===== src/rtl/duo_csr_pkg.sv =====
`timescale 1ns/1ps
package duo_csr_pkg;
   localparam int unsigned NCH    = 2;
   localparam int unsigned CMD_W  = 8;
   localparam int unsigned ST_W   = 8;
   localparam int unsigned SWD_W  = 6;
   localparam int unsigned LCTL_W = 12;
   localparam int unsigned IEN_W  = 16;

   typedef enum logic [1:0] {
      SZ_BYTE = 2'd0,
      SZ_HALF = 2'd1,
      SZ_WORD = 2'd2,
      SZ_RSVD = 2'd3
   } acc_size_e;

   typedef struct packed {
      logic [CMD_W-1:0]  cmd;
      logic [ST_W-1:0]   st;
      logic [SWD_W-1:0]  swd;
      logic [LCTL_W-1:0] lctl;
      logic [IEN_W-1:0]  ien;
      logic              flag;
   } chan_view_t;

   // offset map, derived from the channel index
   function automatic int unsigned off_cmd(int unsigned ch);
      return ch * 8;
   endfunction
   function automatic int unsigned off_alias(int unsigned ch);
      return 16 + ch * 8;
   endfunction
   function automatic int unsigned off_conf(int unsigned ch);
      return 160 + ch * 64;
   endfunction
   function automatic int unsigned off_link(int unsigned ch);
      return 256 + ch * 128;
   endfunction
   function automatic int unsigned off_ien(int unsigned ch);
      return 256 + ch * 128 + 72;
   endfunction
endpackage


===== src/rtl/duo_csr_chan.sv =====
`timescale 1ns/1ps
module duo_csr_chan
   import duo_csr_pkg::*;
#(
   parameter int unsigned CH       = 0,
   parameter int unsigned ADDR_W   = 9,
   parameter int unsigned DATA_W   = 32,
   parameter logic [15:0] IEN_MASK = 16'h3EED
) (
   input  logic              clk,
   input  logic              rst_n,
   input  logic              wr,
   input  logic [ADDR_W-1:0] addr,
   input  logic [DATA_W-1:0] wdata,
   input  logic [1:0]        size,
   input  logic              busy,
   input  logic [1:0]        st_set,
   input  logic              irq_lvl,
   output chan_view_t        view,
   output logic              bus_rst,
   output logic              cmd_stb,
   output logic [CMD_W-1:0]  cmd_byte
);
   localparam int unsigned A_CMD  = off_cmd(CH);
   localparam int unsigned A_ALT  = off_alias(CH);
   localparam int unsigned A_LINK = off_link(CH);
   localparam int unsigned A_IEN  = off_ien(CH);

   logic              hit_cmd, hit_swd, hit_st, hit_lctl, hit_ien, word_ok;
   logic [CMD_W-1:0]  cmd_q;
   logic [SWD_W-1:0]  swd_q;
   logic [1:0]        st_rw_q;
   logic [1:0]        st_w1c_q;
   logic [1:0]        clr_mask;
   logic [LCTL_W-1:0] lctl_q;
   logic [IEN_W-1:0]  ien_q;
   logic              flag_q;
   logic              unused_wdata;

   assign unused_wdata = ^wdata[15:LCTL_W] ^ (^wdata[4:3]) ^ wdata[7];

   assign word_ok  = (size == SZ_WORD);
   assign hit_cmd  = wr && (addr == ADDR_W'(A_CMD) || addr == ADDR_W'(A_ALT));
   assign hit_swd  = wr && (addr == ADDR_W'(A_CMD + 1) || addr == ADDR_W'(A_ALT + 1));
   assign hit_st   = wr && (addr == ADDR_W'(A_CMD + 2) || addr == ADDR_W'(A_ALT + 2));
   assign hit_lctl = wr && word_ok && (addr == ADDR_W'(A_LINK));
   assign hit_ien  = wr && word_ok && (addr == ADDR_W'(A_IEN));
   assign clr_mask = hit_st ? wdata[2:1] : 2'b00;

   always_ff @(posedge clk or negedge rst_n) begin
      if (!rst_n) begin
         cmd_q    <= '0;
         swd_q    <= '0;
         st_rw_q  <= '0;
         st_w1c_q <= '0;
         lctl_q   <= '0;
         ien_q    <= '0;
         flag_q   <= 1'b0;
         bus_rst  <= 1'b0;
         cmd_stb  <= 1'b0;
         cmd_byte <= '0;
      end else begin
         flag_q   <= irq_lvl;
         bus_rst  <= hit_lctl && wdata[0];
         cmd_stb  <= hit_cmd;
         st_w1c_q <= (st_w1c_q & ~clr_mask) | st_set;
         if (hit_cmd) begin
            cmd_q    <= wdata[CMD_W-1:0];
            cmd_byte <= wdata[CMD_W-1:0];
         end
         if (hit_swd)  swd_q   <= wdata[SWD_W-1:0];
         if (hit_st)   st_rw_q <= wdata[6:5];
         if (hit_lctl) lctl_q  <= wdata[LCTL_W-1:0];
         if (hit_ien)  ien_q   <= wdata[31:16] & IEN_MASK;
      end
   end

   always_comb begin
      view      = '0;
      view.cmd  = cmd_q;
      view.st   = {1'b0, st_rw_q, 2'b00, st_w1c_q, busy};
      view.swd  = swd_q;
      view.lctl = lctl_q;
      view.ien  = ien_q;
      view.flag = flag_q;
   end
endmodule


===== src/rtl/duo_csr_rdmux.sv =====
`timescale 1ns/1ps
module duo_csr_rdmux
   import duo_csr_pkg::*;
#(
   parameter int unsigned ADDR_W  = 9,
   parameter int unsigned DATA_W  = 32,
   parameter logic [15:0] CONF_ID = 16'h6515,
   parameter logic [11:0] LINK_UP = 12'h113
) (
   input  logic [ADDR_W-1:0]       addr,
   input  chan_view_t [NCH-1:0]    views,
   input  logic [NCH-1:0]          present,
   output logic [DATA_W-1:0]       rsel
);
   always_comb begin
      rsel = '0;
      for (int unsigned ch = 0; ch < NCH; ch++) begin
         if (addr == ADDR_W'(off_cmd(ch)))
            rsel = DATA_W'(views[ch].cmd);
         if (addr == ADDR_W'(off_cmd(ch) + 1))
            rsel = DATA_W'(views[ch].swd);
         if (addr == ADDR_W'(off_cmd(ch) + 2))
            rsel = DATA_W'(views[ch].st);
         if (addr == ADDR_W'(off_conf(ch)))
            rsel = DATA_W'({CONF_ID, 4'h0, views[ch].flag, 11'h000});
         if (addr == ADDR_W'(off_link(ch)))
            rsel = DATA_W'(views[ch].lctl);
         if (addr == ADDR_W'(off_link(ch) + 4))
            rsel = present[ch] ? DATA_W'(LINK_UP) : '0;
         if (addr == ADDR_W'(off_ien(ch)))
            rsel = DATA_W'({views[ch].ien, 16'h0000});
      end
      if (addr == ADDR_W'(off_alias(0))) begin
         rsel = DATA_W'({views[1].st, views[0].st,
                         1'b0, views[1].st[2], 6'b0, views[0].cmd})
              | DATA_W'({views[1].flag, 1'b0, views[0].flag, 4'b0});
      end
      if (addr == ADDR_W'(off_alias(1))) begin
         rsel = DATA_W'({views[1].st, 8'h00, views[1].cmd})
              | DATA_W'({views[1].flag, 4'b0});
      end
   end
endmodule


===== src/rtl/duo_csr_irq.sv =====
`timescale 1ns/1ps
module duo_csr_irq #(
   parameter int unsigned N       = 2,
   parameter bit          IRQ_REG = 1'b0
) (
   input  logic         clk,
   input  logic         rst_n,
   input  logic [N-1:0] flags,
   output logic         irq
);
   generate
      if (IRQ_REG) begin : g_reg
         always_ff @(posedge clk or negedge rst_n) begin
            if (!rst_n) irq <= 1'b0;
            else        irq <= |flags;
         end
      end else begin : g_comb
         logic unused_clk;
         assign unused_clk = clk ^ rst_n;
         assign irq = |flags;
      end
   endgenerate
endmodule


===== src/rtl/duo_disk_csr.sv =====
`timescale 1ns/1ps
module duo_disk_csr
   import duo_csr_pkg::*;
#(
   parameter int unsigned ADDR_W   = 9,
   parameter int unsigned DATA_W   = 32,
   parameter logic [15:0] IEN_MASK = 16'h3EED,
   parameter logic [15:0] CONF_ID  = 16'h6515,
   parameter bit          IRQ_REG  = 1'b0
) (
   input  logic              clk,
   input  logic              rst_n,
   input  logic [ADDR_W-1:0] bus_addr,
   input  logic [DATA_W-1:0] bus_wdata,
   input  logic [1:0]        bus_size,
   input  logic              bus_wr,
   input  logic              bus_rd,
   output logic [DATA_W-1:0] bus_rdata,
   input  logic [1:0]        irq_in,
   input  logic [1:0]        dev_present,
   input  logic [1:0]        dma_busy,
   input  logic [3:0]        dma_st_set,
   output logic              irq_out,
   output logic [1:0]        bus_reset,
   output logic [1:0]        dma_cmd_stb,
   output logic [15:0]       dma_cmd_byte
);
   generate
      if (DATA_W != 32) begin : g_bad_data
         $error("duo_disk_csr: summary layout needs DATA_W of 32");
      end
      if (ADDR_W < 9) begin : g_bad_addr
         $error("duo_disk_csr: offset map needs ADDR_W of at least 9");
      end
   endgenerate

   chan_view_t [NCH-1:0] views;
   logic [NCH-1:0]       flags;
   logic [DATA_W-1:0]    rsel;

   for (genvar ch = 0; ch < NCH; ch++) begin : g_ch
      duo_csr_chan #(
         .CH(ch), .ADDR_W(ADDR_W), .DATA_W(DATA_W), .IEN_MASK(IEN_MASK)
      ) u_chan (
         .clk     (clk),
         .rst_n   (rst_n),
         .wr      (bus_wr),
         .addr    (bus_addr),
         .wdata   (bus_wdata),
         .size    (bus_size),
         .busy    (dma_busy[ch]),
         .st_set  (dma_st_set[2*ch+1:2*ch]),
         .irq_lvl (irq_in[ch]),
         .view    (views[ch]),
         .bus_rst (bus_reset[ch]),
         .cmd_stb (dma_cmd_stb[ch]),
         .cmd_byte(dma_cmd_byte[8*ch+7:8*ch])
      );
      assign flags[ch] = views[ch].flag;
   end

   duo_csr_rdmux #(
      .ADDR_W(ADDR_W), .DATA_W(DATA_W), .CONF_ID(CONF_ID)
   ) u_rdmux (
      .addr   (bus_addr),
      .views  (views),
      .present(dev_present),
      .rsel   (rsel)
   );

   duo_csr_irq #(.N(NCH), .IRQ_REG(IRQ_REG)) u_irq (
      .clk  (clk),
      .rst_n(rst_n),
      .flags(flags),
      .irq  (irq_out)
   );

   always_ff @(posedge clk or negedge rst_n) begin
      if (!rst_n)      bus_rdata <= '0;
      else if (bus_rd) bus_rdata <= rsel;
   end
endmodule


===== config.mk =====
export PLATFORM = sky130hd
export DESIGN_NAME = duo_disk_csr
export DESIGN_NICKNAME = d
export VERILOG_FILES = /design/src/rtl/duo_csr_pkg.sv /design/src/rtl/duo_csr_chan.sv /design/src/rtl/duo_csr_rdmux.sv /design/src/rtl/duo_csr_irq.sv /design/src/rtl/duo_disk_csr.sv
export SDC_FILE = /design/constraint.sdc
export NUM_CORES = 1
export LEC_CHECK = 0
export ABC_AREA = 1
export CORE_UTILIZATION = 49
export CTS_BUF_LIST = sky130_fd_sc_hd__clkbuf_8
export CTS_CLUSTER_DIAMETER = 100
export CTS_CLUSTER_SIZE = 10
export DETAILED_ROUTE_END_ITERATION = 10
export HOLD_SLACK_MARGIN = 0.1
export PLACE_DENSITY = 0.76
export RECOVER_POWER = 100
export SETUP_SLACK_MARGIN = 0.1
export SYNTH_ARGS = -nofsm -noshare
export SYNTH_HDL_FRONTEND = slang
export SYNTH_SLANG_ARGS = --single-unit
export TNS_END_PERCENT = 5

===== constraint.sdc =====
create_clock -name clk -period 1.7 [get_ports clk]
set_input_delay 0.17 -clock clk [delete_from_list [all_inputs] [get_ports clk]]
set_output_delay 0.17 -clock clk [all_outputs]
set_load 0.03 [all_outputs]

Word level (Yosys, flattened, before mapping)

Cells that the tools add are included.

Eq/ne operators: 20
Bitwise gates (word level): 8
Reductions and logical operators: 21
Multiplexer cells: 20

Operator list:

| kind                 | count |
|---|---|
| $mux W32             | 11 |
| $mux W31             | 2 |
| $eq A9 B5 Y1 const B | 6 |
| $eq A9 B9 Y1 const B | 6 |
| $or A31 B7 Y31       | 1 |
| $eq A9 B4 Y1 const B | 3 |
| $mux W8              | 3 |
| $or A23 B5 Y23       | 1 |
| $eq A9 B8 Y1 const B | 2 |
| $mux W9              | 2 |
| $logic_and A1 B1 Y1  | 13 |
| $eq A9 B1 Y1 const B | 1 |
| $eq A9 B2 Y1 const B | 1 |
| $logic_not A9 Y1     | 1 |
| $logic_or A1 B1 Y1   | 6 |
| $and A2 B2 Y2        | 2 |
| $mux W2              | 2 |
| $not A2 Y2           | 2 |
| $or A2 B2 Y2         | 2 |
| $eq A2 B2 Y1 const B | 1 |
| $reduce_or A2 Y1     | 1 |

Output and inout port bits: 53
Input port bits: 57
Register bits after elaboration: 120
Logic and storage cells: 88

Longest topological paths before layout

Depth after elaboration: 17
Mapped depth: 15
Mapped depth without buffers: 15

Modules after synthesis

From an unflattened synthesis, not the netlist that was laid out.

Cells, all modules: 910
Area total of the unflattened synthesis: 6835.3 µm²

Modules (own cells, without submodules):

| module                         | cells an instance | seq. area each (µm²) | area an instance (µm²) | instances |
|---|---|---|---|---|
| duo_csr_chan at g_ch[0].u_chan | 231               | 1101.1               | 2065.7                 | 1 |
| duo_csr_chan at g_ch[1].u_chan | 229               | 1101.1               | 1990.7                 | 1 |
| duo_csr_rdmux                  | 311               | 0.0                  | 1475.2                 | 1 |
| duo_disk_csr                   | 136               | 800.8                | 1292.5                 | 1 |
| duo_csr_irq                    | 3                 | 0.0                  | 11.3                   | 1 |

Worst setup path before layout

OpenSTA, ideal clock, no wires.

Kind: input to register
From: in bus_addr[2]
To: reg bus_rdata[5]
Buffers on the path: 0
Stages: 12
Library setup time: 0.117 ns
Data arrival time: 1.243 ns
Setup slack: 0.340 ns
Data required time: 1.583 ns
Cell sequence: nor2_1 > nand2_2 > inv_2 > nand2_1 > nand2_1 > nor2_1 > nand2_1 > nand3_1 > o21ai_1 > nand3b_1 > nand2_1 > nand2_1

Longest elaborated chain between the ends: 17
Elaborated cells on any way between the ends: 32
Those cells by class: eq/ne: 15; mux: 16; reduce/logical: 1

Ends and longest elaborated chain:

| item                 | line                | source |
|---|---|---|
| start, declared      | duo_disk_csr.sv:13  | `input logic [ADDR_W-1:0] bus_addr,` |
| $logic_not A9 Y1     | duo_csr_rdmux.sv:18 | `if (addr == ADDR_W'(off_cmd(ch)))` |
| $mux W8              | duo_csr_rdmux.sv:18 |  |
| $mux W8              | duo_csr_rdmux.sv:20 | `if (addr == ADDR_W'(off_cmd(ch) + 1))` |
| $mux W8              | duo_csr_rdmux.sv:22 | `if (addr == ADDR_W'(off_cmd(ch) + 2))` |
| $mux W31             | duo_csr_rdmux.sv:24 | `if (addr == ADDR_W'(off_conf(ch)))` |
| $mux W31             | duo_csr_rdmux.sv:26 | `if (addr == ADDR_W'(off_link(ch)))` |
| $mux W32             | duo_csr_rdmux.sv:28 | `if (addr == ADDR_W'(off_link(ch) + 4))` |
| $mux W32             | duo_csr_rdmux.sv:30 | `if (addr == ADDR_W'(off_ien(ch)))` |
| $mux W32             | duo_csr_rdmux.sv:18 |  |
| $mux W32             | duo_csr_rdmux.sv:20 |  |
| $mux W32             | duo_csr_rdmux.sv:22 |  |
| $mux W32             | duo_csr_rdmux.sv:24 |  |
| $mux W32             | duo_csr_rdmux.sv:26 |  |
| $mux W32             | duo_csr_rdmux.sv:28 |  |
| $mux W32             | duo_csr_rdmux.sv:30 |  |
| $mux W32             | duo_csr_rdmux.sv:33 | `if (addr == ADDR_W'(off_alias(0))) begin` |
| $mux W32 *           | duo_csr_rdmux.sv:38 | `if (addr == ADDR_W'(off_alias(1))) begin` |
| end signal, assigned | duo_disk_csr.sv:80  | `else if (bus_rd) bus_rdata <= rsel;` |
| end, declared        | duo_disk_csr.sv:18  | `output logic [DATA_W-1:0] bus_rdata,` |

Mark *: on every way between the ends. The rest lies on a longest branch, timed or not.
A chain may end at the register's enable or synchronous reset.

Worst setup path in the final report

From: in bus_addr[6]
To: reg bus_rdata[1]

The elaborated chain is that of the path after synthesis.

==> impl_metrics.json <==
{
  "status": "finished clean",
  "cts_buffer_depth": 2,
  "setup_viol": 0,
  "worstPathMaxFanout": 3,
  "final_cell_mix": "nand2_1, dfrtp_1, o21ai_0",
  "vias": 5375,
  "crit_required_ns": 2.09,
  "dpl.hpwl_um": 13400,
  "rows": 38,
  "antenna_found_initial": 0,
  "fin_crit_sh": 0.957,
  "slew_headroom": 0.355,
  "drt_wl_total_um": 18000,
  "synth-main-ff-cell": "dfrtp_1",
  "powerDensity_nw_per_um2": 827,
  "reg2reg_depth": 10,
  "final_cells": 1004,
  "area_delta_synth_final_pct": 34.8,
  "cts-root-buf": "clkbuf_8",
  "die_w_um": 109,
  "layout-drive-gt1-share": 0.157,
  "clock.fmax_mhz": 614,
  "die_area_um2": 11900,
  "fin_nets": 908,
  "tns_ns": 0,
  "dp.cells": 969,
  "grt.total_usage": 0.326,
  "dieHeight_um": 109,
  "start_util": 0.510,
  "worstMarginPinSlew_ns": 0.967,
  "dr.pass1.iters": 5,
  "gp_congestion": 0.916,
  "insertion_delay_ns": 0.45,
  "hold_path_depth": 1,
  "synthArstFlopShare": 1.00,
  "htree_num_levels": 4,
  "cp-start-kind": "primary input",
  "reg2reg_slack_ns": 0.33,
  "report.final.hold_viol_count": 0,
  "grt_pass1_vias": 5184,
  "grt_pass1_wl_um": 28000,
  "io_buffers": 96,
  "synth_edf_count": 0,
  "cap_violations": 0,
  "diodes": 0,
  "p_leak_nw": 4.06,
  "hold_slack_ns": 0.272,
  "path_clk_slew_ns": 0.07,
  "avgSynthCellArea_um2": 8.12,
  "fin_crit_ns": 1.63,
  "globalRouteOverflowTotal": 0,
  "stdcell_area_um2": 7540,
  "slew_violations": 0,
  "numCtsBuffers": 17,
  "coreArea_um2": 11000,
  "route.antenna.remaining_nets": 0,
  "grt_max_degree": 70,
  "ir_drop_mv": 1.06,
  "io_pins": 110,
  "synth_area_um2": 5600,
  "skew_ns": 0.00810,
  "synthCells": 689,
  "yosysWarnings": 0,
  "rsz0062_at_grt": "true",
  "worstPathArrival_ns": 2.02,
  "synth.distinct_cells": 40,
  "clock_sinks": 116,
  "yosysSeqAreaShare": 0.519,
  "drc": 0,
  "first_iter_violations": 467,
  "ys_seq_elements": 116,
  "crit_path_end_kind": "flip-flop",
  "final_util": 0.687,
  "vias_per_cell": 5.35,
  "critical_path_class": "in -> reg",
  "cts_tree": "yes",
  "worstHoldPathType": "in -> reg",
  "post_dp_cell_area_um2": 7190,
  "final_common_cell": "nand2_1",
  "route.detailed.wl_per_inst_um": 17.9
}
-- repair_timing --
| item | CTS | global route |
|---|---|---|
| buffers inserted | 0 | 1 |
| hold buffers | 2 | 0 |
| resized for setup | 56 | 22 |
| endpoints found under the setup margin | 54 | 30 |
| pin swaps | 0 | 5 |
| hold endpoints to repair | 116 | 0 |
-- critical path: stages --
cell	delay, ns
clkdlybuf4s50_1	0.49
nor2_4	0.16
inv_1	0.09
nor2_1	0.17
buf_4	0.13
nand3_1	0.16
nand2_1	0.14
inv_1	0.06
nand3_1	0.11
nand2_1	0.06
nand2_1	0.06
nand2_1	0.05
nand3_1	0.08
nand2_1	0.05
nand2_1	0.05
-- per-layer routing --
metal / up-vias / GRT usage / wire length, um
li1: 2554 / - / -
met1: 2588 / 0.448 / 8070
met2: 213 / 0.506 / 8320
met3: 20 / 0.0837 / 1290
met4: 0 / 0.0975 / 268
met5: - / 0 / 0
-- cell type report --
class | count | area [um2]
clock inverter | 12 | 163
sequential | 116 | 2900
multi-input combinational | 474 | 2280
inverter | 73 | 279
timing repair buffer | 169 | 1470
clock buffer | 20 | 275
fill | 922 | 3440
tap | 140 | 175
-- registers in the layout, indices dropped and copies added, names as in the netlist --
| register | count |
|---|---|
| bus_rdata | 28 |
| g_ch.u_chan.bus_rst | 2 |
| g_ch.u_chan.cmd_byte | 16 |
| g_ch.u_chan.cmd_stb | 2 |
| g_ch.u_chan.flag_q | 2 |
| g_ch.u_chan.ien_q | 22 |
| g_ch.u_chan.lctl_q | 24 |
| g_ch.u_chan.st_rw_q | 4 |
| g_ch.u_chan.st_w1c_q | 4 |
| g_ch.u_chan.swd_q | 12 |
-- synth_stat cells (5+ instances only) --
cell type,n,area share
nand2_1,218,0.15
clkbuf_1,9,0.0060
nand2_2,6,0.0067
nor2_1,31,0.021
inv_1,64,0.043
o21ai_1,17,0.015
dfrtp_1,116,0.52
nand2_4,5,0.010
inv_2,6,0.0040
a21oi_1,10,0.0089
nor3_1,6,0.0054
nand4_1,7,0.0078
buf_4,9,0.012
nand3_1,26,0.023
o21ai_0,101,0.090
buf_2,9,0.0080
-- metrics by stage --
| stage | setup slack (ns) | power, mW |
|---|---|---|
| floorplan | 0.340 | 3.11 |
| global placement | -0.432 | 3.45 |
| detailed placement | -0.425 | 3.46 |
| CTS | 0.0634 | 6.29 |
| global route | -0.0123 | 6.45 |
| finish | 0.0726 | 6.24 |
-- path summary, 6_finish.rpt --
path | from | end
worst min-delay path | irq_in[0] | g_ch[0].u_chan.flag_q
worst max register to register | g_ch[0].u_chan.st_w1c_q[0] | bus_rdata[1]
worst max-delay path | bus_addr[6] | bus_rdata[1]
worst min register to register | bus_rdata[6] | bus_rdata[6]
min in group asynchronous | rst_n | bus_rdata[11]
max in group asynchronous | rst_n | g_ch[0].u_chan.swd_q[3]
-- power breakdown --
group | leakage [nW] | internal (mW) | switching (mW)
Sequential | 1.59 | 2.81 | 0.0478
Clock | 0.238 | 1.69 | 1.15
Combinational | 2.24 | 0.209 | 0.323
Total | 4.06 | 4.71 | 1.52
-- logic make-up after synthesis --
family          Yosys count  synth area share
simple gates            317             0.252
other cells               1          0.000670
buf+inv                 102            0.0787
compound gates          153             0.150
flops                   116             0.519
No activity file was read; power rests on OpenSTA's default activity.
